`config.mk`:
```
export PLATFORM = sky130hd
export DESIGN_NAME = sap_port
export DESIGN_NICKNAME = d
export VERILOG_FILES = /design/src/rtl/sap_pkg.sv /design/src/rtl/sap_bclk_gen.sv /design/src/rtl/sap_framer.sv /design/src/rtl/sap_datapath.sv /design/src/rtl/sap_port.sv
export SDC_FILE = /design/constraint.sdc
export NUM_CORES = 1
export LEC_CHECK = 0
export BUFFER_PORTS_ARGS = -buffer_cell sky130_fd_sc_hd__buf_2
export CORE_ASPECT_RATIO = 1.1
export CORE_MARGIN = 2
export CORE_UTILIZATION = 34
export CTS_CLUSTER_SIZE = 30
export DETAILED_ROUTE_END_ITERATION = 10
export GPL_TIMING_DRIVEN = 0
export HOLD_SLACK_MARGIN = 0.03
export PLACE_DENSITY_LB_ADDON = 0.25
export SYNTH_ARGS = -nofsm -noshare
export SYNTH_HDL_FRONTEND = slang
export SYNTH_SLANG_ARGS = --single-unit
export TNS_END_PERCENT = 50
```
`constraint.sdc`:
```
create_clock -name clk -period 3.45 [get_ports clk]
set_input_delay 0.1725 -clock clk [delete_from_list [all_inputs] [get_ports clk]]
set_output_delay 0.1725 -clock clk [all_outputs]
set_load 0.005 [all_outputs]
```
`src/rtl/sap_pkg.sv`:
```
package sap_pkg;

  typedef enum logic [1:0] {
    DIV_1  = 2'd0,
    DIV_2  = 2'd1,
    DIV_4  = 2'd2,
    DIV_4B = 2'd3
  } div_sel_e;

  typedef struct packed {
    logic     master;
    logic     long_fs;
    logic     slot;
    logic     loopback;
    div_sel_e div;
  } sap_cfg_t;

  localparam sap_cfg_t CFG_RESET = '{
    master:   1'b0,
    long_fs:  1'b0,
    slot:     1'b0,
    loopback: 1'b0,
    div:      DIV_1
  };

  // log2 of the divide factor selected by the two-bit code
  function automatic int unsigned div_shift(input div_sel_e d);
    case (d)
      DIV_1:   return 0;
      DIV_2:   return 1;
      default: return 2;
    endcase
  endfunction

endpackage

```
`src/rtl/sap_bclk_gen.sv`:
```
module sap_bclk_gen
  import sap_pkg::*;
#(
  parameter int BASE_HALF = 4
) (
  input  logic     clk,
  input  logic     rst,
  input  logic     master,
  input  div_sel_e div,
  input  logic     bclk_in,
  output logic     bclk_gen,
  output logic     rise,
  output logic     fall
);

  localparam int MAX_HALF = BASE_HALF * 4;
  localparam int PC_W     = $clog2(MAX_HALF) + 1;

  logic [PC_W-1:0] pc;
  logic [PC_W-1:0] half_m1;
  logic            bclk_eff;
  logic            bclk_q;

  always_comb begin
    half_m1 = PC_W'((BASE_HALF << div_shift(div)) - 1);
  end

  // half-period counter: the generated bit clock toggles every half_m1+1 clocks
  always_ff @(posedge clk) begin
    if (rst || !master) begin
      pc       <= '0;
      bclk_gen <= 1'b0;
    end else if (pc == half_m1) begin
      pc       <= '0;
      bclk_gen <= ~bclk_gen;
    end else begin
      pc <= pc + PC_W'(1);
    end
  end

  assign bclk_eff = master ? bclk_gen : bclk_in;

  always_ff @(posedge clk) begin
    if (rst) bclk_q <= 1'b0;
    else     bclk_q <= bclk_eff;
  end

  assign rise = bclk_eff & ~bclk_q;
  assign fall = ~bclk_eff & bclk_q;

endmodule

```
`src/rtl/sap_framer.sv`:
```
module sap_framer #(
  parameter int FRAME_BITS = 32,
  parameter int CW         = $clog2(FRAME_BITS)
) (
  input  logic          clk,
  input  logic          rst,
  input  logic          master,
  input  logic          long_fs,
  input  logic          fsync_in,
  input  logic          rise,
  output logic [CW-1:0] bcnt,
  output logic [CW-1:0] nxt,
  output logic          sync_hit,
  output logic          locked,
  output logic          frame_err,
  output logic          fs_gen
);

  logic fs_r;

  // follower sync detection at each bit-clock rise
  always_comb begin
    if (master)       sync_hit = 1'b0;
    else if (long_fs) sync_hit = fsync_in & ~fs_r;
    else              sync_hit = fs_r;
  end

  always_comb begin
    if (sync_hit)              nxt = '0;
    else if (locked || master) nxt = bcnt + CW'(1);
    else                       nxt = bcnt;
  end

  always_ff @(posedge clk) begin
    if (rst) begin
      bcnt      <= '1;
      fs_r      <= 1'b0;
      locked    <= 1'b0;
      frame_err <= 1'b0;
      fs_gen    <= 1'b0;
    end else begin
      if (!master) fs_gen <= 1'b0;
      if (rise) begin
        fs_r <= fsync_in;
        bcnt <= nxt;
        if (sync_hit) begin
          locked <= 1'b1;
          if (locked && (bcnt != '1)) frame_err <= 1'b1;
        end
        if (master) fs_gen <= ~nxt[CW-1];
      end
    end
  end

endmodule

```
`src/rtl/sap_datapath.sv`:
```
module sap_datapath #(
  parameter int W  = 16,
  parameter int CW = $clog2(2 * W)
) (
  input  logic          clk,
  input  logic          rst,
  input  logic          rise,
  input  logic          fall,
  input  logic          act_rise,
  input  logic          act_fall,
  input  logic [CW-1:0] nxt,
  input  logic [CW-1:0] bcnt,
  input  logic          slot,
  input  logic          loopback,
  input  logic [W-1:0]  adc_data,
  input  logic          sdi,
  output logic          sdo,
  output logic [W-1:0]  dac_data,
  output logic          dac_valid
);

  logic [W-1:0]    tx_hold;
  logic [W-1:0]    rx_sh;
  logic [CW-2:0]   idx_n;
  logic            slot_n;
  logic            slot_c;
  logic [W-1:0]    rx_word;

  assign idx_n   = nxt[CW-2:0];
  assign slot_n  = act_rise && (nxt[CW-1] == slot);
  assign slot_c  = act_fall && (bcnt[CW-1] == slot);
  assign rx_word = {rx_sh[W-2:0], sdi};

  // transmit: drive one bit per rise, MSB first
  always_ff @(posedge clk) begin
    if (rst) begin
      sdo     <= 1'b0;
      tx_hold <= '0;
    end else if (rise) begin
      if (slot_n) begin
        if (idx_n == '0) begin
          tx_hold <= adc_data;
          sdo     <= adc_data[W-1];
        end else begin
          sdo <= tx_hold[~idx_n];
        end
      end else begin
        sdo <= 1'b0;
      end
    end
  end

  // receive: shift one bit per fall, present word after the last one
  always_ff @(posedge clk) begin
    if (rst) begin
      rx_sh     <= '0;
      dac_data  <= '0;
      dac_valid <= 1'b0;
    end else begin
      dac_valid <= 1'b0;
      if (fall && slot_c) begin
        rx_sh <= rx_word;
        if (bcnt[CW-2:0] == '1) begin
          dac_valid <= 1'b1;
          dac_data  <= loopback ? adc_data : rx_word;
        end
      end
    end
  end

endmodule

```
`src/rtl/sap_port.sv`:
```
module sap_port
  import sap_pkg::*;
#(
  parameter int SAMPLE_W  = 16,
  parameter int BASE_HALF = 4
) (
  input  logic                clk,
  input  logic                rst,
  input  logic                cfg_master,
  input  logic                cfg_long_fs,
  input  logic                cfg_slot,
  input  logic                cfg_loopback,
  input  logic [1:0]          cfg_div,
  input  logic                bclk_in,
  input  logic                fsync_in,
  input  logic                sdi,
  output logic                bclk_out,
  output logic                fsync_out,
  output logic                sdo,
  input  logic [SAMPLE_W-1:0] adc_data,
  output logic [SAMPLE_W-1:0] dac_data,
  output logic                dac_valid,
  output logic                frame_err
);

  localparam int FRAME_BITS = 2 * SAMPLE_W;
  localparam int CNT_W      = $clog2(FRAME_BITS);

  sap_cfg_t         cfg_q;
  logic             mode_master;
  logic             rise;
  logic             fall;
  logic [CNT_W-1:0] bcnt;
  logic [CNT_W-1:0] nxt;
  logic             sync_hit;
  logic             locked;
  logic             act_rise;
  logic             act_fall;

  always_ff @(posedge clk) begin
    if (rst) cfg_q <= CFG_RESET;
    else     cfg_q <= '{master:   cfg_master,
                        long_fs:  cfg_long_fs,
                        slot:     cfg_slot,
                        loopback: cfg_loopback,
                        div:      div_sel_e'(cfg_div)};
  end

  assign mode_master = cfg_q.master;
  assign act_rise    = mode_master | locked | sync_hit;
  assign act_fall    = mode_master | locked;

  sap_bclk_gen #(
    .BASE_HALF (BASE_HALF)
  ) u_bclk (
    .clk      (clk),
    .rst      (rst),
    .master   (mode_master),
    .div      (cfg_q.div),
    .bclk_in  (bclk_in),
    .bclk_gen (bclk_out),
    .rise     (rise),
    .fall     (fall)
  );

  sap_framer #(
    .FRAME_BITS (FRAME_BITS),
    .CW         (CNT_W)
  ) u_framer (
    .clk       (clk),
    .rst       (rst),
    .master    (mode_master),
    .long_fs   (cfg_q.long_fs),
    .fsync_in  (fsync_in),
    .rise      (rise),
    .bcnt      (bcnt),
    .nxt       (nxt),
    .sync_hit  (sync_hit),
    .locked    (locked),
    .frame_err (frame_err),
    .fs_gen    (fsync_out)
  );

  sap_datapath #(
    .W  (SAMPLE_W),
    .CW (CNT_W)
  ) u_data (
    .clk       (clk),
    .rst       (rst),
    .rise      (rise),
    .fall      (fall),
    .act_rise  (act_rise),
    .act_fall  (act_fall),
    .nxt       (nxt),
    .bcnt      (bcnt),
    .slot      (cfg_q.slot),
    .loopback  (cfg_q.loopback),
    .adc_data  (adc_data),
    .sdi       (sdi),
    .sdo       (sdo),
    .dac_data  (dac_data),
    .dac_valid (dac_valid)
  );

endmodule

```
=== Yosys cells after proc, flatten, opt, wreduce, memory -nomap -nowiden ===
Index checks and enable logic that the tools add are counted.

* Flip-flop bits (word level): 71
* Bits of input ports: 27
* Output and inout bits: 21
* Logic and storage cells: 71

* $add $sub $neg: 3
* Order comparisons: 1
* Equal/unequal tests: 6
* Shift operators: 1
* Multiplexer cells: 15
* Bitwise gates (word level): 12
* Reductions and logical operators: 15

{| class="wikitable"
|+ Operators with widths
! cell !! count
|-
| $mux W16 || 1
|-
| $add A5 B1 Y5 const B || 2
|-
| $mux W1 || 10
|-
| $mux W5 || 2
|-
| $not A1 Y1 || 6
|-
| $reduce_and A3 Y1 || 2
|-
| $eq A5 B5 Y1 || 1
|-
| $lt A4 B5 Y1 const B || 1
|-
| $ne A5 B5 Y1 const B || 1
|-
| $shl A3 B2 Y5 const A || 1
|-
| $sub A5 B2 Y5 const B || 1
|-
| $bmux W1 S4 || 1
|-
| $eq A4 B4 Y1 const B || 1
|-
| $logic_and A1 B1 Y1 || 4
|-
| $logic_not A4 Y1 || 1
|-
| $not A4 Y4 || 1
|-
| $pmux W2 S2 || 1
|-
| $reduce_and A2 Y1 || 2
|-
| $reduce_or A2 Y1 || 2
|-
| $and A1 B1 Y1 || 3
|-
| $eq A1 B1 Y1 || 2
|-
| $eq A2 B1 Y1 const B || 1
|-
| $logic_not A2 Y1 || 1
|-
| $logic_or A1 B1 Y1 || 2
|-
| 2 further kinds || 3
|}

=== Depth between registers and ports, before layout ===
* Depth in word-level cells: 10
* Mapped depth: 10
* Depth with buffers taken out: 9

=== Modules after synthesis ===
From an unflattened synthesis, not the netlist that was laid out.

* Cell total of the unflattened synthesis: 310
* Area, all modules: 3113.0 sq um

{| class="wikitable"
|+ Modules (own cells, without submodules)
! module !! times used !! cells each !! area each (sq um) !! sequential area each (sq um)
|-
| sap_datapath || 1 || 204 || 2099.5 || 980.9
|-
| sap_framer || 1 || 59 || 529.3 || 180.2
|-
| sap_bclk_gen || 1 || 33 || 314.1 || 140.1
|-
| sap_port || 1 || 14 || 170.2 || 120.1
|}

=== Worst setup path after synthesis ===
OpenSTA, ideal clock, no wires.

* Path type: flip-flop to flip-flop
* Start point: register u_framer.bcnt[0]
* End point: register u_data.tx_hold[10]
* Library setup time: 0.128 ns
* Arrival time: 2.280 ns
* Data required time: 3.322 ns
* Path slack: 1.042 ns
* Cell stages (with the launch flop): 11
* Buffers on the path: 1
* Clock period less this slack: 2.408 ns
* Cells stage by stage: dfxtp_1 > ha_1 > and3_1 > ha_1 > o21ai_0 > o31ai_1 > o311ai_4 > nor2_8 > buf_8 > mux2i_1 > nor2_1

* Word-level cells in the longest chain between the ends: 6
* Elaborated cells on any way between the ends: 7
* Those cells by class: add/sub: 1; eq/ne: 1; mux: 2; reduce/logical: 3

{| class="wikitable"
|+ RTL lines
! item !! RTL line !! RTL
|-
| from (decl) || sap_framer.sv:11 || <nowiki>output logic [CW-1:0] bcnt,</nowiki>
|-
| from (signal assigned) || sap_framer.sv:45 || <nowiki>bcnt <= nxt;</nowiki>
|-
| $add A5 B1 Y5 || sap_framer.sv:30 || <nowiki>else if (locked || master) nxt = bcnt + CW'(1);</nowiki>
|-
| $mux W5 (*) || sap_framer.sv:30 ||
|-
| $mux W5 (*) || sap_framer.sv:29 || <nowiki>if (sync_hit) nxt = '0;</nowiki>
|-
| $eq A1 B1 Y1 || sap_datapath.sv:30 || <nowiki>assign slot_n = act_rise && (nxt[CW-1] == slot);</nowiki>
|-
| $logic_and A1 B1 Y1 || sap_datapath.sv:30 ||
|-
| $reduce_and A3 Y1 (no line) (*) || - ||
|-
| to (signal assigned) || sap_datapath.sv:42 || <nowiki>tx_hold <= adc_data;</nowiki>
|-
| to (decl) || sap_datapath.sv:22 || <nowiki>logic [W-1:0] tx_hold;</nowiki>
|}

Mark *: on every way between the ends. The rest lies on a longest branch, timed or not.
A chain may end at the register's enable or synchronous reset.

=== Worst setup path after layout ===
* Start point: register u_framer.bcnt[0]
* End point: register u_data.tx_hold[13]

The elaborated chain is that of the path after synthesis.

==> impl_metrics.py <==
metrics = {
    "die": {
        "fp.dieW_um": 96.5,
        "fp-row-count": 37,
        "core_mm2": 0.00926,
        "die_area_mm2": 0.0102,
        "fp.dieH_um": 106,
        "ios": 48,
        "initial_core_util_pct": 34.6,
    },
    "power": {
        "switchingPower_uw": 425,
        "p_leak_nw": 1.42,
        "combPwrFrac_pct": 11.7,
        "ir_worst_vdd_mv": 0.246,
        "powerDensity_mw_per_mm2": 447,
        "pwr-share-clk_pct": 38.3,
        "sw_frac_of_total_pct": 25.0,
        "share_seq_of_total_power_pct": 50.0,
        "internal-power_mw": 1.27,
    },
    "drt": {
        "first_pass_iters": 4,
        "wl_um": 7220,
        "num_vias": 2476,
        "drc": 0,
        "ant_nets": 0,
        "detail_route.vias_per_cell": 4.92,
        "drt_iter0_markers": 79,
        "wl_per_cell_um": 14.4,
    },
    "clocking": {
        "htreeDepth": 3,
        "clk_path_buf_depth": 2,
        "post_cts_buffers": 0,
        "cts-root-buf": "clkbuf_8",
        "cts_resized": 0,
        "ctsHoldBuffers": 3,
        "cts_tree": "done",
        "clock_latency_ps": 350,
        "clk_pin_slew_worst_paths_ps": 70,
        "numCtsBuffers": 9,
        "clock_sinks": 71,
    },
    "sta": {
        "relSlewSlack_pct": 48.1,
        "finalClockSkew_ps": 8.58,
        "post-route-period-util_pct": 76.7,
        "worstMarginPinSlew_ps": 778,
        "rsz0062_at_grt": "false",
        "fin_crit_ps": 2640,
        "setup_viol": 0,
        "setup_tns_ps": 0,
        "drv_slew": 0,
        "clock.fmax_mhz": 378,
        "hold_viol_final": 0,
    },
    "global_route": {
        "grt_max_degree": 12,
        "grt_overflow": 0,
        "grt_pass1_vias": 2412,
        "grt_pass1_wl_um": 11900,
        "grt_use_total_pct": 15.1,
        "antenna_found_initial": 0,
    },
    "setup_path": {
        "path_class": "reg -> reg",
        "worst_ep_required_time_ps": 3670,
        "rr_worst_depth": 10,
        "crit_top_cell": "ha_1",
        "cp-end-kind": "flip-flop",
        "reg2reg_to": "u_data.tx_hold[13]",
        "cp-start-kind": "flip-flop",
        "slowest_delay_ps": 370,
        "arrival_ps": 2860,
        "r2r-start": "u_framer.bcnt[0]",
        "reg2reg_slack_ps": 810,
        "crit_chain": "ha_1 -> and3_1 -> ha_1 -> o21ai_0 -> o31ai_1 -> o311ai_4 -> nor2_8 -> buf_8 -> mux2i_1 -> nor2_1",
        "crit_fanout": 10,
        "slowest_stage": "dfxtp_1",
    },
    "min_path": {
        "min_to": "cfg_q[2]",
        "hold_start": "cfg_loopback",
        "hold_depth": 2,
        "hp-class": "in -> reg",
    },
    "placed_design": {
        "port_buffers": 47,
        "dp_cells": 484,
        "place.gp.congestion": 0.823,
        "hpwl_um": 5370,
    },
    "final_layout": {
        "fillerInstances": 982,
        "antenna_cells": 0,
        "finalNonFillerCells": 503,
        "drive_gt1_share_pct": 23.3,
        "multi_input_comb_area_mm2": 0.00160,
        "seqCellArea_mm2": 0.00142,
        "area_growth_pct": 18.8,
        "finalNetCount": 411,
    },
    "synth": {
        "syn_area_per_cell_um2": 10.0,
        "synth_edf_count": 0,
        "yosysWarningCount": 0,
        "syn_nets": 350,
        "syn_area_mm2": 0.00320,
        "syn_inst": 320,
        "synth_seq_cells": 71,
        "synth-main-ff-cell": "dfxtp_1",
        "async_reset_ff_share_pct": 0,
        "yosysUniqueCellTypes": 54,
        "seq_area_frac_synth_pct": 44.4,
    },
    "job": {
        "cap_viol_max_count": 0,
    },
    "outcome": {
        "status": "finished clean",
    },
}
## layout make-up
class | count | area share (%)
multi-input cells | 222 | 42.1
inverters | 5 | 0.493
clock buffers | 13 | 3.91
repair buffers | 50 | 6.97
well taps | 117 | 3.85
clock inverters | 3 | 1.12
plain buffers | 22 | 4.21
flip-flops and latches | 71 | 37.4
## state kept, by name, summed over array words and instances (netlist names)
signal and count:
cfg_q 5, mode_master 1, u_bclk.bclk_gen 1, u_bclk.bclk_q 1
u_bclk.pc 5, u_data.dac_data 16, u_data.dac_valid 1, u_data.rx_sh 15
u_data.sdo 1, u_data.tx_hold 16, u_framer.bcnt 5, u_framer.frame_err 1
u_framer.fs_gen 1, u_framer.fs_r 1, u_framer.locked 1
## layout by cell type, fill, tap and decap left out, types with 3 or more instances in the layout
| master | count |
|---|---|
| buf_2 | 51 |
| ha_1 | 3 |
| nand2_1 | 7 |
| xor2_1 | 3 |
| buf_6 | 6 |
| dfxtp_1 | 71 |
| a211oi_1 | 16 |
| nor2b_1 | 7 |
| clkbuf_1 | 10 |
| nand3_1 | 6 |
| buf_4 | 3 |
| dlygate4sd3_1 | 3 |
| a211o_1 | 5 |
| a21oi_1 | 8 |
| clkbuf_8 | 10 |
| o21ai_0 | 8 |
| xnor2_1 | 3 |
| inv_1 | 5 |
| nor2_1 | 63 |
| nor3_1 | 3 |
| mux2i_1 | 48 |
## worst max-delay path: cells and delay by family, from the launching register on
kind	cells	cell delay, ps
simple gates	3	510
mux	1	190
compound gates	3	720
fa+ha+maj	2	540
flops	1	370
buf+inv	1	190
## power groups by stage
stage | sequential [mW] | clock [mW] | combinational, mW
2_1_floorplan | 0.865 | 0 | 0.141
3_3_place_gp | 0.867 | 0 | 0.196
3_5_place_dp | 0.868 | 0 | 0.198
4_1_cts | 0.849 | 0.678 | 0.201
5_1_grt | 0.851 | 0.707 | 0.220
6_report | 0.849 | 0.651 | 0.200
## layer usage
layer | vias up | share of wire (%) | track usage (%) | wire, µm
li1 | 1253 | - | - | -
met1 | 1170 | 47 | 19.2 | 3410
met2 | 48 | 48 | 24.2 | 3440
met3 | 5 | 4.3 | 5.00 | 309
met4 | 0 | 0.87 | 4.02 | 63
met5 | - | 0 | 0 | 0
## how the worst max path moves through the flow
stage,slack [ps],end,start,cells past startpoint
after floorplan,1040,u_data.tx_hold[10],u_framer.bcnt[0],10
after global placement,830,u_data.tx_hold[15],u_framer.bcnt[0],10
after detailed placement,810,u_data.tx_hold[11],u_framer.bcnt[0],10
after CTS,800,u_data.tx_hold[11],u_framer.bcnt[0],10
after global routing,630,u_data.tx_hold[10],u_framer.bcnt[0],10
final,810,u_data.tx_hold[13],u_framer.bcnt[0],10
## cells in the mapped netlist, drive strengths merged, types with 2 or more instances
library cell,n,share of area (%)
nand3,6,0.94
nor3,4,0.78
a211o,5,1.4
o211ai,2,0.47
nor3b,4,1.3
o21ai,9,1.5
xnor2,3,0.82
a41oi,2,0.78
nor2,65,8.2
mux2i,48,15
a21oi,8,1.3
o21a,2,0.70
nand2b,2,0.39
a211oi,16,3.8
dfxtp,71,44
clkbuf,7,0.82
xor2,4,1.7
o32ai,2,0.55
nor4,2,0.39
nor2b,8,1.8
o31ai,2,0.90
buf,14,3.9
inv,5,0.59
a22oi,2,0.47
ha,3,1.2
or2,4,0.78
nand2,7,0.82
## cells by family after synthesis
family / after synthesis / share of synthesized area (%)
mux: 49 / 15.7
simple gates: 107 / 16.8
buf+inv: 27 / 5.59
flops: 71 / 44.4
fa+ha+maj: 3 / 1.17
xor+xnor: 7 / 2.50
compound gates: 56 / 13.8
## per-stage QoR
stage | power, mW | setup WS (ps) | util, % | hold slack, ps | cell area, µm²
3_3_place_gp | 1.06 | 827 | 38.7 | 384 | 3580
2_1_floorplan | 1.01 | 1040 | - | 301 | 3200
6_report | 1.70 | 805 | 41.1 | 37.5 | 3800
4_1_cts | 1.73 | 797 | 41.1 | 30.1 | 3800
5_1_grt | 1.78 | 627 | 41.1 | 47.7 | 3800
3_5_place_dp | 1.07 | 811 | 38.7 | 391 | 3580
Note: power is estimated with default switching activity, not from simulation.
